<file path="src/rtl/cmp42_pkg.sv">
package cmp42_pkg;
  typedef struct packed {
    logic sum;
    logic carry;
    logic cout;
  } cell_res_t;

  function automatic int unsigned total_width(int unsigned w);
    return w + 2;
  endfunction
endpackage

</file>
<file path="src/rtl/cmp42_xpair.sv">
module cmp42_xpair (
  input  logic a,
  input  logic b,
  output logic x,
  output logic xn
);
  always_comb begin
    x  = a ^ b;
    xn = ~(a ^ b);
  end
endmodule

</file>
<file path="src/rtl/cmp42_mux.sv">
module cmp42_mux (
  input  logic sel,
  input  logic d0,
  input  logic d1,
  output logic y
);
  always_comb y = sel ? d1 : d0;
endmodule

</file>
<file path="src/rtl/cmp42_cell.sv">
module cmp42_cell
  import cmp42_pkg::*;
(
  input  logic      x1,
  input  logic      x2,
  input  logic      x3,
  input  logic      x4,
  input  logic      cin,
  output cell_res_t res
);
  logic p, pn, q, qn;
  logic s4, s4n;
  logic sum_w, carry_w, cout_w;

  // level 1: both polarities of each operand pair
  cmp42_xpair u_pair_lo (.a(x1), .b(x2), .x(p), .xn(pn));
  cmp42_xpair u_pair_hi (.a(x3), .b(x4), .x(q), .xn(qn));

  // lateral carry: majority of x1..x3, never touches cin
  cmp42_mux u_cout (.sel(p), .d0(x1), .d1(x3), .y(cout_w));

  // level 2: four-input parity in both polarities, mux replaces second XOR
  cmp42_mux u_par   (.sel(q),  .d0(p),  .d1(pn), .y(s4));
  cmp42_mux u_par_n (.sel(qn), .d0(p),  .d1(pn), .y(s4n));

  // level 3: fold in the carry from the lane below
  cmp42_mux u_sum   (.sel(cin), .d0(s4), .d1(s4n), .y(sum_w));
  cmp42_mux u_carry (.sel(s4),  .d0(x4), .d1(cin), .y(carry_w));

  always_comb begin
    res.sum   = sum_w;
    res.carry = carry_w;
    res.cout  = cout_w;
  end
endmodule

</file>
<file path="src/rtl/cmp42_row.sv">
module cmp42_row
  import cmp42_pkg::*;
#(
  parameter int unsigned WIDTH = 8
) (
  input  logic [WIDTH-1:0] op_a,
  input  logic [WIDTH-1:0] op_b,
  input  logic [WIDTH-1:0] op_c,
  input  logic [WIDTH-1:0] op_d,
  output logic [WIDTH-1:0] sum_o,
  output logic [WIDTH-1:0] carry_o,
  output logic             carry_top_o
);
  localparam int unsigned LINKS = WIDTH + 1;

  logic [LINKS-1:0] lat_c;
  cell_res_t        lane_res [WIDTH];

  assign lat_c[0] = 1'b0;

  for (genvar i = 0; i < WIDTH; i++) begin : g_lane
    cmp42_cell u_cell (
      .x1 (op_a[i]),
      .x2 (op_b[i]),
      .x3 (op_c[i]),
      .x4 (op_d[i]),
      .cin(lat_c[i]),
      .res(lane_res[i])
    );
    assign lat_c[i+1]  = lane_res[i].cout;
    assign sum_o[i]    = lane_res[i].sum;
    assign carry_o[i]  = lane_res[i].carry;
  end

  assign carry_top_o = lat_c[WIDTH];
endmodule

</file>
<file path="config.mk">
export PLATFORM = sky130hd
export DESIGN_NAME = cmp42_row
export DESIGN_NICKNAME = d
export VERILOG_FILES = /design/src/rtl/cmp42_pkg.sv /design/src/rtl/cmp42_xpair.sv /design/src/rtl/cmp42_mux.sv /design/src/rtl/cmp42_cell.sv /design/src/rtl/cmp42_row.sv
export SDC_FILE = /design/constraint.sdc
export NUM_CORES = 1
export LEC_CHECK = 0
export BUFFER_PORTS_ARGS = -buffer_cell sky130_fd_sc_hd__buf_2
export CAP_MARGIN = 15
export CELL_PAD_IN_SITES_DETAIL_PLACEMENT = 0
export CELL_PAD_IN_SITES_GLOBAL_PLACEMENT = 1
export CORE_ASPECT_RATIO = 1.5
export CORE_UTILIZATION = 37
export DETAILED_ROUTE_END_ITERATION = 7
export PLACE_DENSITY = 0.87
export SKIP_LAST_GASP = 1
export SLEW_MARGIN = 20
export SYNTH_ARGS = -nofsm -noshare
export SYNTH_HDL_FRONTEND = slang
export SYNTH_HIERARCHICAL = 1
export SYNTH_SLANG_ARGS = --single-unit
</file>
<file path="constraint.sdc">
create_clock -name vclk -period 1.7
set_input_delay 0.17 -clock vclk [all_inputs]
set_output_delay 0.17 -clock vclk [all_outputs]
set_load 0.02 [all_outputs]
</file>
==> flow_metrics.env <==
export IMPL_ys_seq_area_share_pct=0
export IMPL_hp_class="in2out"
export IMPL_drtIter0Drc=3
export IMPL_die_y_um=67.70
export IMPL_synthTopCellsByArea="mux2_4 56%, buf_4 17%, xnor2_1 13%"
export IMPL_grt_pass1_wl_um=2601
export IMPL_tns_ps=0
export IMPL_crit_start="op_b[3]"
export IMPL_gr_total_overflow=0
export IMPL_finalHoldViolCount=0
export IMPL_fin_cells=160
export IMPL_ys_types=5
export IMPL_multiInputGateArea_um2=888.4
export IMPL_status="complete, no violations"
export IMPL_io_pins=49
export IMPL_max_stage_delay_ps=350
export IMPL_placed_area_um2=1180
export IMPL_p_per_area_nw_per_um2=509.9
export IMPL_rsz0062_at_grt="no"
export IMPL_hp_start="op_c[7]"
export IMPL_cts_resized=0
export IMPL_setup_violations=0
export IMPL_drv_cap=0
export IMPL_io_buffers=49
export IMPL_final_cell_area_um2=1180
export IMPL_wl_per_cell_um=10.37
export IMPL_synth_common_cells="40 x mux2_4, 24 x buf_4, 16 x xnor2_1, 16 x xor2_1, 1 x conb_1"
export IMPL_yosys_area_top_type="mux2_4"
export IMPL_grt_max_degree=4
export IMPL_placed_cells=160
export IMPL_antenna_found_initial=0
export IMPL_hold_ws_ps=736.0
export IMPL_dr_total_vias=703
export IMPL_drc_errors=0
export IMPL_cp_max_fo=3
export IMPL_final_period_utilization_pct=91.16
export IMPL_required_ps=1530
export IMPL_wirelength_um=1659
export IMPL_crit_cells=5
export IMPL_yosysTopAreaCellShare_pct=56.40
export IMPL_path_cells="buf_2 -> xor2_1 -> mux2_4 -> mux2_4 -> buf_2"
export IMPL_crit_family="multiplexers"
export IMPL_leakagePower_uw=0.0006292
export IMPL_fmax_mhz=645.3
export IMPL_rows=23
export IMPL_netlist_instances=97
export IMPL_num_antenna_cells=0
export IMPL_cts_setup_buffers=0
export IMPL_grt_usage_pct=10.58
export IMPL_area_delta_synth_final_pct=10.81
export IMPL_layout_drive_gt1_share_pct=72.36
export IMPL_clock_buffers=0
export IMPL_finalWeightedCongestion=0.6122
export IMPL_holdPathStages=3
export IMPL_floorplan_initialDensity_pct=39.36
export IMPL_max_vdd_ir_drop_mv=0.1743
export IMPL_dr_pass1_iters=2
export IMPL_slowest_stage="mux2_4"
export IMPL_ctsHoldBuffers=0
export IMPL_final_seq_area_um2=0
export IMPL_crit_arrival_ps=1380
export IMPL_worstSetupPathType="in2out"
export IMPL_syn_area_um2=1065
export IMPL_ant_nets=0
export IMPL_critPathCaptureType="output port"
export IMPL_synth_warnings=6
export IMPL_slew_viol_final=0
export IMPL_die_area_um2=3101
export IMPL_period_needed_ps=1550
export IMPL_post_drt_via_cell_ratio=4.394
export IMPL_die_width_um=45.80
export IMPL_startpoint_type="primary input"
export IMPL_grt_pass1_vias=692
export IMPL_synth_most_common_cell="mux2_4"
export IMPL_synth_area_per_cell_um2=10.98
export IMPL_fillCellCount=281
export IMPL_seq_cells=0
export IMPL_finalNetCount=157
export IMPL_core_area_um2=2705
export IMPL_path_buf_inv=2
cell type report:
| cell class | instances | share of cell area [%] |
|---|---|---|
| Multi-Input combinational cell | 74 | 75.29 |
| Tap cell | 37 | 3.924 |
| Timing Repair Buffer | 49 | 20.78 |
metal layers:
metal,vias to the layer above,track usage (%),part of all wire [%]
li1,360,-,-
met1,305,8.661,35
met2,38,24.46,55
met3,0,2.139,9.9
met4,0,0,0
met5,-,0,0
cell families after synthesis:
kind of cell,count (synthesis),synth area share [%]
buf+inv,24,16.92
other cells,1,0.3522
xor+xnor,32,26.32
mux,40,56.40
where the power goes:
group          internal (uW)  total [uW]  switching, uW
clock                      0           0              0
sequential                 0           0              0
combinational            336         602            265
total                    336         602            265
through the flow:
step | util (%) | total power, uW | setup WS [ps]
after floorplan | - | 568.7 | 249.5
after global placement | 43.62 | 589.7 | 195.1
after detailed placement | 43.62 | 606.5 | 141.4
after CTS | 43.62 | 608.4 | 145.9
after global routing | 43.62 | 644.2 | 90.86
final | 43.62 | 601.6 | 150.3
cells in the final DEF (no fill, tap or decap), drive strengths merged:
cell   count
buf       49
mux2      40
xor2      16
xnor2     16
conb       2
path summary, 6_finish.rpt:
check,end,slack [ps]
worst min-delay path,carry_top_o,740
worst max-delay path,sum_o[4],150
(Power assumes the default switching activity.)
